===== config.mk =====
export PLATFORM = sky130hd
export DESIGN_NAME = alarm_tx_seq
export DESIGN_NICKNAME = d
export VERILOG_FILES = /design/src/rtl/alarm_tx_pkg.sv /design/src/rtl/alarm_tx_regs.sv /design/src/rtl/alarm_tx_shifter.sv /design/src/rtl/alarm_tx_seq.sv
export SDC_FILE = /design/constraint.sdc
export NUM_CORES = 1
export LEC_CHECK = 0
export BUFFER_PORTS_ARGS = -buffer_cell sky130_fd_sc_hd__buf_2
export CELL_PAD_IN_SITES_DETAIL_PLACEMENT = 1
export CELL_PAD_IN_SITES_GLOBAL_PLACEMENT = 1
export CORE_ASPECT_RATIO = 0.75
export CORE_MARGIN = 3
export CORE_UTILIZATION = 44
export CTS_CLUSTER_SIZE = 40
export DETAILED_ROUTE_END_ITERATION = 7
export PLACE_DENSITY_LB_ADDON = 0.1
export SLEW_MARGIN = 20
export SYNTH_ARGS = -nofsm -noshare
export SYNTH_HDL_FRONTEND = slang
export SYNTH_SLANG_ARGS = --single-unit

===== constraint.sdc =====
create_clock -name clk_i -period 1.96 [get_ports clk_i]
set_clock_uncertainty 0.1 [all_clocks]
set_input_delay 0.294 -clock clk_i [delete_from_list [all_inputs] [get_ports clk_i]]
set_output_delay 0.294 -clock clk_i [all_outputs]
set_load 0.02 [all_outputs]

===== src/rtl/alarm_tx_pkg.sv =====
`timescale 1ns/1ps
package alarm_tx_pkg;
  parameter int REG_W   = 8;
  parameter int ADDR_W  = 2;
  parameter int CODE_W  = 6;
  parameter int WORD_W  = 16;
  parameter int REPEATS = 10;

  localparam logic [ADDR_W-1:0] ADR_BLK  = ADDR_W'(0);
  localparam logic [ADDR_W-1:0] ADR_CFG  = ADDR_W'(1);
  localparam logic [ADDR_W-1:0] ADR_CODE = ADDR_W'(2);

  // cfg bit positions
  localparam int B_IRQ_EN = 4;
  localparam int B_STS    = 3;
  localparam int B_FN_EN  = 2;
  localparam int B_GO     = 1;
  localparam int B_BUSY   = 0;

  // blk enable bit positions
  localparam int B_RX_EN  = 7;
  localparam int B_TX_EN  = 1;
  localparam int B_SEC_EN = 0;

  // LSB first: 0, code, 0, then ones
  function automatic logic [WORD_W-1:0] make_codeword(input logic [CODE_W-1:0] code);
    logic [WORD_W-1:0] w;
    w = '1;
    w[0] = 1'b0;
    w[CODE_W:1] = code;
    w[CODE_W+1] = 1'b0;
    return w;
  endfunction
endpackage


===== src/rtl/alarm_tx_regs.sv =====
`timescale 1ns/1ps
module alarm_tx_regs
  import alarm_tx_pkg::*;
(
  input  logic              clk_i,
  input  logic              rst_ni,
  input  logic              wr_en_i,
  input  logic              rd_en_i,
  input  logic [ADDR_W-1:0] addr_i,
  input  logic [REG_W-1:0]  wdata_i,
  output logic [REG_W-1:0]  rdata_o,
  input  logic              busy_i,
  input  logic              done_i,
  output logic              start_o,
  output logic              fn_en_o,
  output logic              irq_en_o,
  output logic              sts_o,
  output logic              blk_tx_en_o,
  output logic [CODE_W-1:0] code_o
);
  logic blk_rx_q, blk_tx_q, blk_sec_q;
  logic irq_en_q, sts_q, fn_en_q, go_q;
  logic [CODE_W-1:0] code_q;

  logic wr_blk, wr_cfg, wr_code, rd_cfg;
  assign wr_blk  = wr_en_i && (addr_i == ADR_BLK);
  assign wr_cfg  = wr_en_i && (addr_i == ADR_CFG);
  assign wr_code = wr_en_i && (addr_i == ADR_CODE);
  assign rd_cfg  = rd_en_i && (addr_i == ADR_CFG);

  assign start_o = wr_cfg && wdata_i[B_GO] && wdata_i[B_FN_EN] && !busy_i;

  logic unused_wdata;
  assign unused_wdata = &{1'b0, wdata_i};

  always_ff @(posedge clk_i or negedge rst_ni) begin
    if (!rst_ni) begin
      blk_rx_q  <= 1'b0;
      blk_tx_q  <= 1'b0;
      blk_sec_q <= 1'b0;
      irq_en_q  <= 1'b0;
      fn_en_q   <= 1'b0;
      go_q      <= 1'b0;
      code_q    <= '0;
    end else begin
      if (wr_blk) begin
        blk_rx_q  <= wdata_i[B_RX_EN];
        blk_tx_q  <= wdata_i[B_TX_EN];
        blk_sec_q <= wdata_i[B_SEC_EN];
      end
      if (wr_cfg) begin
        irq_en_q <= wdata_i[B_IRQ_EN];
        fn_en_q  <= wdata_i[B_FN_EN];
        go_q     <= wdata_i[B_GO];
      end
      if (wr_code) code_q <= wdata_i[CODE_W-1:0];
    end
  end

  // completion wins over clear-on-read
  always_ff @(posedge clk_i or negedge rst_ni) begin
    if (!rst_ni)     sts_q <= 1'b0;
    else if (done_i) sts_q <= 1'b1;
    else if (rd_cfg) sts_q <= 1'b0;
  end

  always_comb begin
    rdata_o = '0;
    unique case (addr_i)
      ADR_BLK: begin
        rdata_o[B_RX_EN]  = blk_rx_q;
        rdata_o[B_TX_EN]  = blk_tx_q;
        rdata_o[B_SEC_EN] = blk_sec_q;
      end
      ADR_CFG: begin
        rdata_o[B_IRQ_EN] = irq_en_q;
        rdata_o[B_STS]    = sts_q;
        rdata_o[B_FN_EN]  = fn_en_q;
        rdata_o[B_GO]     = go_q;
        rdata_o[B_BUSY]   = busy_i;
      end
      ADR_CODE: rdata_o[CODE_W-1:0] = code_q;
      default:  rdata_o = '0;
    endcase
  end

  assign fn_en_o     = fn_en_q;
  assign irq_en_o    = irq_en_q;
  assign sts_o       = sts_q;
  assign blk_tx_en_o = blk_tx_q;
  assign code_o      = code_q;
endmodule


===== src/rtl/alarm_tx_shifter.sv =====
`timescale 1ns/1ps
module alarm_tx_shifter
  import alarm_tx_pkg::*;
(
  input  logic              clk_i,
  input  logic              rst_ni,
  input  logic              start_i,
  input  logic              fn_en_i,
  input  logic              bit_req_i,
  input  logic [CODE_W-1:0] code_i,
  output logic              busy_o,
  output logic              done_o,
  output logic              ser_o,
  output logic [WORD_W-1:0] word_o,
  output logic [$clog2(WORD_W)-1:0] idx_o
);
  localparam int IDX_W = $clog2(WORD_W);
  localparam int REP_W = $clog2(REPEATS);
  localparam logic [IDX_W-1:0] IDX_LAST = IDX_W'(WORD_W - 1);
  localparam logic [REP_W-1:0] REP_LAST = REP_W'(REPEATS - 1);

  logic              busy_q;
  logic [WORD_W-1:0] word_q;
  logic [IDX_W-1:0]  idx_q;
  logic [REP_W-1:0]  rep_q;
  logic              take;

  assign take   = busy_q && fn_en_i && bit_req_i;
  assign done_o = take && (idx_q == IDX_LAST) && (rep_q == REP_LAST);

  always_ff @(posedge clk_i or negedge rst_ni) begin
    if (!rst_ni) begin
      busy_q <= 1'b0;
      word_q <= '1;
      idx_q  <= '0;
      rep_q  <= '0;
    end else if (start_i) begin
      busy_q <= 1'b1;
      word_q <= make_codeword(code_i);
      idx_q  <= '0;
      rep_q  <= '0;
    end else if (busy_q && !fn_en_i) begin
      busy_q <= 1'b0;
    end else if (take) begin
      if (idx_q == IDX_LAST) begin
        idx_q <= '0;
        if (rep_q == REP_LAST) busy_q <= 1'b0;
        else                   rep_q  <= rep_q + 1'b1;
      end else begin
        idx_q <= idx_q + 1'b1;
      end
    end
  end

  assign ser_o  = (busy_q && fn_en_i) ? word_q[idx_q] : 1'b1;
  assign busy_o = busy_q;
  assign word_o = word_q;
  assign idx_o  = idx_q;
endmodule


===== src/rtl/alarm_tx_seq.sv =====
`timescale 1ns/1ps
module alarm_tx_seq
  import alarm_tx_pkg::*;
(
  input  logic              clk_i,
  input  logic              rst_ni,
  input  logic              wr_en_i,
  input  logic              rd_en_i,
  input  logic [ADDR_W-1:0] addr_i,
  input  logic [REG_W-1:0]  wdata_i,
  output logic [REG_W-1:0]  rdata_o,
  input  logic              bit_req_i,
  output logic              ser_o,
  output logic              irq_no
);
  logic start, fn_en, irq_en, sts, blk_tx_en, busy, done;
  logic [CODE_W-1:0] code;
  logic [WORD_W-1:0] word;
  logic [$clog2(WORD_W)-1:0] idx;

  alarm_tx_regs u_regs (
    .clk_i, .rst_ni, .wr_en_i, .rd_en_i, .addr_i, .wdata_i, .rdata_o,
    .busy_i(busy), .done_i(done), .start_o(start), .fn_en_o(fn_en),
    .irq_en_o(irq_en), .sts_o(sts), .blk_tx_en_o(blk_tx_en), .code_o(code)
  );

  alarm_tx_shifter u_shift (
    .clk_i, .rst_ni, .start_i(start), .fn_en_i(fn_en), .bit_req_i,
    .code_i(code), .busy_o(busy), .done_o(done), .ser_o, .word_o(word), .idx_o(idx)
  );

  assign irq_no = !(sts && irq_en && blk_tx_en);
endmodule


[Word level (Yosys, flattened, before mapping)]
Index checks and enable logic that the tools add are counted.
Storage, ports and cells
  flip-flop bits (word level): 30
  output and inout bits: 10
  logic and storage cells: 71
  input port bits: 15
Operators by class
  muxes and demuxes: 23
  equality and inequality tests: 6
  $add $sub $neg: 2
  reduce and logical (&&, ||, !) cells: 27
  $lt $le $gt $ge: 1
Operator list (count)
  $mux W4: 9
  $logic_and A1 B1 Y1: 14
  $mux W1: 11
  $reduce_bool A3 Y1: 3
  $add A4 B1 Y4 const B: 2
  $eq A4 B4 Y1 const B: 2
  $pmux W2 S3: 1
  $pmux W3 S2: 1
  $reduce_bool A2 Y1: 3
  $lt A4 B5 Y1 const B: 1
  $bmux W1 S4: 1
  $ne A2 B2 Y1 const B: 2
  $reduce_and A4 Y1: 1
  $logic_not A1 Y1: 3
  $reduce_and A3 Y1: 1
  $eq A2 B1 Y1 const B: 1
  $eq A2 B2 Y1 const B: 1
  $logic_not A2 Y1: 1
  $reduce_and A2 Y1: 1

[Depth between registers and ports, before layout]
Gate-level depths: netlist (run 1).
  depth in word-level cells: 7
  gate-level depth with buffers: 7
  mapped depth without buffers: 5

[Cells and area by module]
From an unflattened synthesis (run 1), not the netlist that was laid out.
Unflattened totals
  cell total of the unflattened synthesis: 138
  area total of the unflattened synthesis: 1582.8 sq um
Modules (own cells, without submodules)
  alarm_tx_shifter: area each 929.6 sq um, sequential area each 409.1 sq um, instances 1, cells each 85
  alarm_tx_regs: area each 648.1 sq um, sequential area each 325.3 sq um, instances 1, cells each 52
  alarm_tx_seq: area each 5.0 sq um, sequential area each 0.0 sq um, instances 1, cells each 1

[Least setup slack after synthesis (run 1)]
Ideal clock, no wire load.
  kind: register to output
  start: reg u_shift.idx_q[1] (netlist: u_shift.idx_o[1])
  end: out ser_o
  data arrival time: 1310 ps
  required time: 1566 ps
  path buffers: 1
  slack: 256 ps
  stages on the path, launching flop included: 5
  cell sequence: dfrtp_1 clkbuf_1 mux2i_1 a22oi_1 a311o_1
Between the ends
  word-level cells in the longest chain between the ends: 3
RTL lines
  start: declaration: RTL line alarm_tx_shifter.sv:24  | logic [IDX_W-1:0] idx_q;
  start signal: assignment: RTL line alarm_tx_shifter.sv:50  | idx_q <= idx_q + 1'b1;
  $bmux W1 S4: RTL line alarm_tx_shifter.sv:55  | assign ser_o = (busy_q && fn_en_i) ? word_q[idx_q] : 1'b1;
  $mux W1 (not written as such): RTL line alarm_tx_shifter.sv:55
  $mux W1: RTL line alarm_tx_shifter.sv:55
  end: declaration: RTL line alarm_tx_seq.sv:13  | output logic ser_o,
Every way passes these cells. The select of a mux whose other input is x is not followed.

[Worst setup path after layout (run 1)]
Same ends and word-level chain as after synthesis.

==> run summary, run 1 <==
status = finished clean
Lkg Pwr = 0.0008813 µW
total grt overflow = 0
CTS clk-pin slew, worst paths = 0.07 ns
max cap viols = 0
Layout fillers = 336
mapped cell area = 1534 µm²
Port Buffers = 22
Initial Util = 49.06%
cts bufs inserted = 5
CP peak stage delay = 0.44 ns
worst skew pair latency = 0.28 ns
drt pass-1 iters = 4
most frequent cells in the layout = buf_2, dfrtp_1, mux2_2
post-synth cell types = 34
DRC errors left = 0
syn_area_per_cell = 11.89 µm²
share of the yosys chip area belonging to registers = 47.88%
Detailed Place HPWL = 2661 µm
startpoint class of the critical path = register
RSZ-0062 raised after global routing = true
GRT Max-Usage Layer = met2
initial antenna violation count = 0
CP arrival = 1.55 ns
Req. time, crit path = 1.57 ns
ANT cells = 0
min cycle time layout = 1.947 ns
Root Buffer = clkbuf_8
TNS Setup = 0 ns
largest net degree at the start of global routing = 30
FP Rows = 17
die width = 74.18 µm
Setup-failing EPs final = 0
synthesis-to-layout area growth = 19.49%
DR vias = 1130
overall power = 1763 µW
via/cell ratio = 5.707
CP Capture Type = output pin
post-synth top area cell = dfrtp_1
Clock Path Buffers = 2
Final Hold Fails = 0
die area = 4238 µm²
post-synthesis async set-or-reset flop share = 100.0%
M3 GR Usage = 4.930%
H-tree levels = 2
Synth Register Bits = 29
clk sinks = 29
vias in the first global route = 1230
CP bufs+invs = 1
Worst IR Drop VDD = 0.5989 mV
Detailed Route Iter0 Violations = 50
routed len/inst = 18.79 µm
WS Path Type = reg -> out
crit-path cells = mux2i_1 > nand3b_1 > a311o_1 > buf_6
Synth area leaders = dfrtp_1, dfstp_2, mux2_2
CTS tree = built
Slowest cell on crit path = dfrtp_2
prevailing post-synth register cell = dfrtp_1
core area = 3127 µm²
Hold Crit Class = in -> reg
global-route wire length before repair = 6175 µm
CP max FO = 5
Synth Instances = 129
top cell family by delay on the critical path = flip-flops
final wirelength = 3720 µm
period utilization = 99.34%
Multi-input gate area = 750.7 µm²
layout cells sized above 1 = 40.63%
GR Layer Usage met2 = 30.56%
Worst-Margin Slew = 0.6651 ns
total track usage = 19.88%
Max transition margin = 55.66%
Storage cell area = 735.7 µm²
Max Fclk = 513.6 MHz
top cell type's share of synthesized area = 35.89%
Ys Warns = 0
ANT nets after route = 0
Final #Nets = 181
# IOs = 25
net count after synthesis = 151
met1 usage = 26.32%
Pins Over Slew Limit = 0
Die H = 57.14 µm
power density over cell area = 961.9 nW/µm²
Placer Congestion = 0.8151
Post-synth EDFFs = 0
==> report_power, final <==
part	switching (µW)	total (µW)	internal (µW)
combinational	123	290	166
sequential	92.9	820	728
clock	239	653	414
total	455	1760	1310
==> state kept, by name, summed over array words and instances, names as in the netlist <==
register and count:
u_shift.rep_q 4, u_shift.busy_o 1, u_regs.code_o 6, u_regs.blk_tx_en_o 1
u_regs.blk_sec_q 1, u_regs.fn_en_o 1, u_regs.blk_rx_q 1, u_regs.sts_o 1
u_regs.go_q 1, u_regs.irq_en_o 1, u_shift.idx_o 4, u_shift.word_o 7
==> path summary, 6_finish.rpt <==
check,start,end,slack [ns],cells past startpoint
worst max-delay path,u_shift.idx_o[1],ser_o,0.01,4
worst min-delay path,wdata_i[7],u_regs.blk_rx_q,0.15,2
worst max register to register,u_shift.idx_o[1],u_shift.rep_q[0],0.22,6
worst min register to register,u_shift.rep_q[3],u_shift.rep_q[3],0.39,1
max in group asynchronous,rst_ni,u_shift.idx_o[1],0.82,2
min in group asynchronous,rst_ni,u_shift.idx_o[2],0.48,2
==> timing repair <==
action                                  CTS  global route
resized for setup                         2             2
pin swaps                                 1             1
endpoints found under the setup margin    1             1
hold buffers                              1             0
setup buffers                             1             1
hold endpoints to repair                 22             0
==> area by class of cell <==
cell class | instances | area share, %
Timing Repair Buffer | 29 | 9.352
Clock inverter | 1 | 1.638
Multi-Input combinational cell | 91 | 40.96
Inverter | 3 | 0.6143
Tap cell | 38 | 2.594
Clock buffer | 7 | 4.710
Sequential cell | 29 | 40.14
==> synth_stat cells, types with 3 or more instances <==
library cell  count
inv_1             3
nor2_1            4
nor2b_1           4
nand3_1           7
o31ai_1           4
a22oi_1           4
mux2_4            5
ha_1              7
nand2_1           8
nand4_1           3
dfrtp_1          22
mux2i_1           8
dfstp_2           7
mux2_2           13
and3_1            3
==> worst register-to-register path: cells and delay by family (launching register included) <==
kind,cells,cell delay [ns]
fa+ha+maj,1,0.20
buf+inv,2,0.29
mux,1,0.21
flops,1,0.46
simple gates,2,0.40
==> routing by layer <==
layer,routed length [µm],vias to the layer above
li1,-,528
met1,1730,567
met2,1756,24
met3,123,11
met4,110,0
met5,0,-
==> per-stage QoR <==
stage | setup slack (ns) | util, % | cell area (µm²) | hold slack, ns | std cells
2_1_floorplan | 0.2558 | - | 1534 | -0.1016 | 129
3_3_place_gp | 0.1445 | 53.70 | 1679 | 0.2497 | 187
3_5_place_dp | 0.04102 | 53.70 | 1679 | 0.2533 | 187
4_1_cts | 0.006133 | 58.10 | 1817 | 0.1449 | 197
5_1_grt | -0.05122 | 58.62 | 1833 | 0.1546 | 198
6_report | 0.01288 | 58.62 | 1833 | 0.1489 | 198
==> cell families after synthesis <==
kind of cell / share of synthesized area [%]
xor gates and xnor gates: 0.5711
AOI/OAI and AO/OA: 8.157
muxes: 19.66
DFF: 47.88
adders and majority gates: 5.709
other: 0.2445
buffers and inverters: 3.507
and+or+nand+nor: 14.27
Power figures use the tool's default switching activity.
==> inputs of run 2 (changes only) <==
--- a/config.mk
+++ b/config.mk
@@ -10,7 +10,8 @@
 export CELL_PAD_IN_SITES_GLOBAL_PLACEMENT = 1
 export CORE_ASPECT_RATIO = 0.75
 export CORE_MARGIN = 3
-export CORE_UTILIZATION = 44
+export CORE_UTILIZATION = 46
+export CTS_BUF_LIST = sky130_fd_sc_hd__clkbuf_4
 export CTS_CLUSTER_SIZE = 40
 export DETAILED_ROUTE_END_ITERATION = 7
 export PLACE_DENSITY_LB_ADDON = 0.1
==> run summary, run 2 (synthesis gave the netlist of run 1 again) <==
DRC errors left = 0
cts bufs inserted = 5
Gate power share = 16.6%
RR Startpoint = u_shift.idx_o[1]
failing checks = negative setup slack
Detailed Place HPWL = 2496 µm
Root Buffer = clkbuf_4
cell internal pwr = 1284 µW
part of the power in the clock network = 35.7%
Placer Congestion = 0.8118
CTS clk-pin slew, worst paths = 0.10 ns
Switching Power = 431.6 µW
routed len/inst = 18.31 µm
post-route cell area = 1807 µm²
total grt overflow = 0
CTS tree = built
# IOs = 25
Max transition margin = 56.60%
most frequent cells in the layout = buf_2, dfrtp_1, mux2_2
Initial Util = 50.08%
CP Launch Point = u_shift.idx_o[1]
startpoint class of the critical path = register
FP Rows = 17
RSZ-0062 raised after global routing = true
Finished Layout Cells = 197
Fin Hold WS = 0.1042 ns
Pins Over Slew Limit = 0
final worst slack = -0.05310 ns
layout cells sized above 1 = 40.25%
Area after DPL = 1679 µm²
via/cell ratio = 5.579
die width = 72.68 µm
Multi-input gate area = 745.7 µm²
max cap viols = 0
ANT cells = 0
global-route wire length before repair = 5885 µm
share of power burned in registers = 47.7%
Final #Nets = 180
power density over cell area = 949.4 nW/µm²
CP max FO = 5
drt pass-1 iters = 4
status = finished, violations left
Lkg Pwr = 0.0008727 µW
core area = 3063 µm²
Storage cell area = 735.7 µm²
Post-Place Cells = 187
worst skew pair latency = 0.32 ns
period utilization = 102.7%
vias in the first global route = 1149
ANT nets after route = 0
Worst-Margin Slew = 0.6511 ns
Setup-failing EPs final = 1
Port Buffers = 22
CP arrival = 1.62 ns
Detailed Route Iter0 Violations = 73
largest net degree at the start of global routing = 30
initial antenna violation count = 0
Die H = 56.01 µm
WS Path Type = reg -> out
Clock Path Buffers = 2
H-tree levels = 2
final wirelength = 3608 µm
overall power = 1715 µW
min cycle time layout = 2.013 ns
Layout fillers = 331
Hold Startpoint = wdata_i[5]
die area = 4071 µm²
Final Hold Fails = 0
clk sinks = 29
synthesis-to-layout area growth = 17.78%
switching share of power = 25.16%
Worst IR Drop VDD = 0.5584 mV
DR vias = 1099
Hold Crit Class = in -> reg
max reg flops = 7
total track usage = 18.83%
Req. time, crit path = 1.57 ns
Max Fclk = 496.7 MHz
CP Capture Type = output pin
-- run 2: changes by cell type in the layout (fill, tap and decap cells not counted), sizes merged --
cell	before	now
clkinv	0	1
buf	28	27
bufinv	1	2
clkbuf	7	5
-- run 2: repair_timing --
item                                   in CTS  in global routing
buffers inserted                            1                  0
endpoints found under the hold margin      22                  0
resized for setup                           1                  2
hold buffers                                1                  0
pin swaps                                   0                  2
setup endpoints to repair                   1                  1
-- run 2: metal layers --
metal  wire [µm]  vias up  share of wire [%]  global-route usage (%)
met5           0        -                  0                       0
met4          23        0               0.64                   2.368
met3         123        4                3.4                   5.596
met2        1722       19                 48                   29.43
met1        1739      548                 48                   26.38
li1            -      528                  -                       -
-- run 2: cell type report --
| class | count | share of cell area (%) |
|---|---|---|
| Clock buffer | 5 | 2.078 |
| Clock inverter | 3 | 3.601 |
| Inverter | 3 | 0.6233 |
| Multi-Input combinational cell | 91 | 41.27 |
| Sequential cell | 29 | 40.72 |
| Tap cell | 38 | 2.632 |
| Timing Repair Buffer | 28 | 9.072 |
-- run 2: critical path: stages (launching register included) --
cell and delay, ns:
dfrtp_2 0.47, mux2i_1 0.22, nand3_1 0.09, a311o_1 0.38, buf_6 0.14
-- run 2: through the flow --
step / worst slack, ns / util [%] / TNS [ns]
after floorplan: 0.2558 / - / 0
after global placement: 0.1466 / 54.82 / 0
after detailed placement: 0.06574 / 54.82 / 0
after CTS: -0.06104 / 58.78 / -0.06104
after global routing: -0.1319 / 58.99 / -0.1319
final: -0.05310 / 58.99 / -0.05310
-- run 2: power groups by stage --
stage                     clock [µW]  sequential, µW  combinational [µW]
after global placement             0             823                 263
after floorplan                    0             788                 215
after CTS                        625             820                 289
after detailed placement           0             830                 276
final                            612             819                 284
after global routing             664             834                 313
-- run 2: path summary, 6_finish.rpt --
check                              endpoint  slack [ns]  cells after the start
hold / removal             u_regs.code_o[5]        0.10                      2
min in group asynchronous  u_shift.idx_o[3]        0.42                      2
setup / recovery                      ser_o       -0.05                      4
max in group asynchronous  u_shift.idx_o[1]        0.89                      2
setup reg to reg             u_shift.busy_o        0.23                      5
hold reg to reg            u_shift.rep_q[3]        0.40                      1
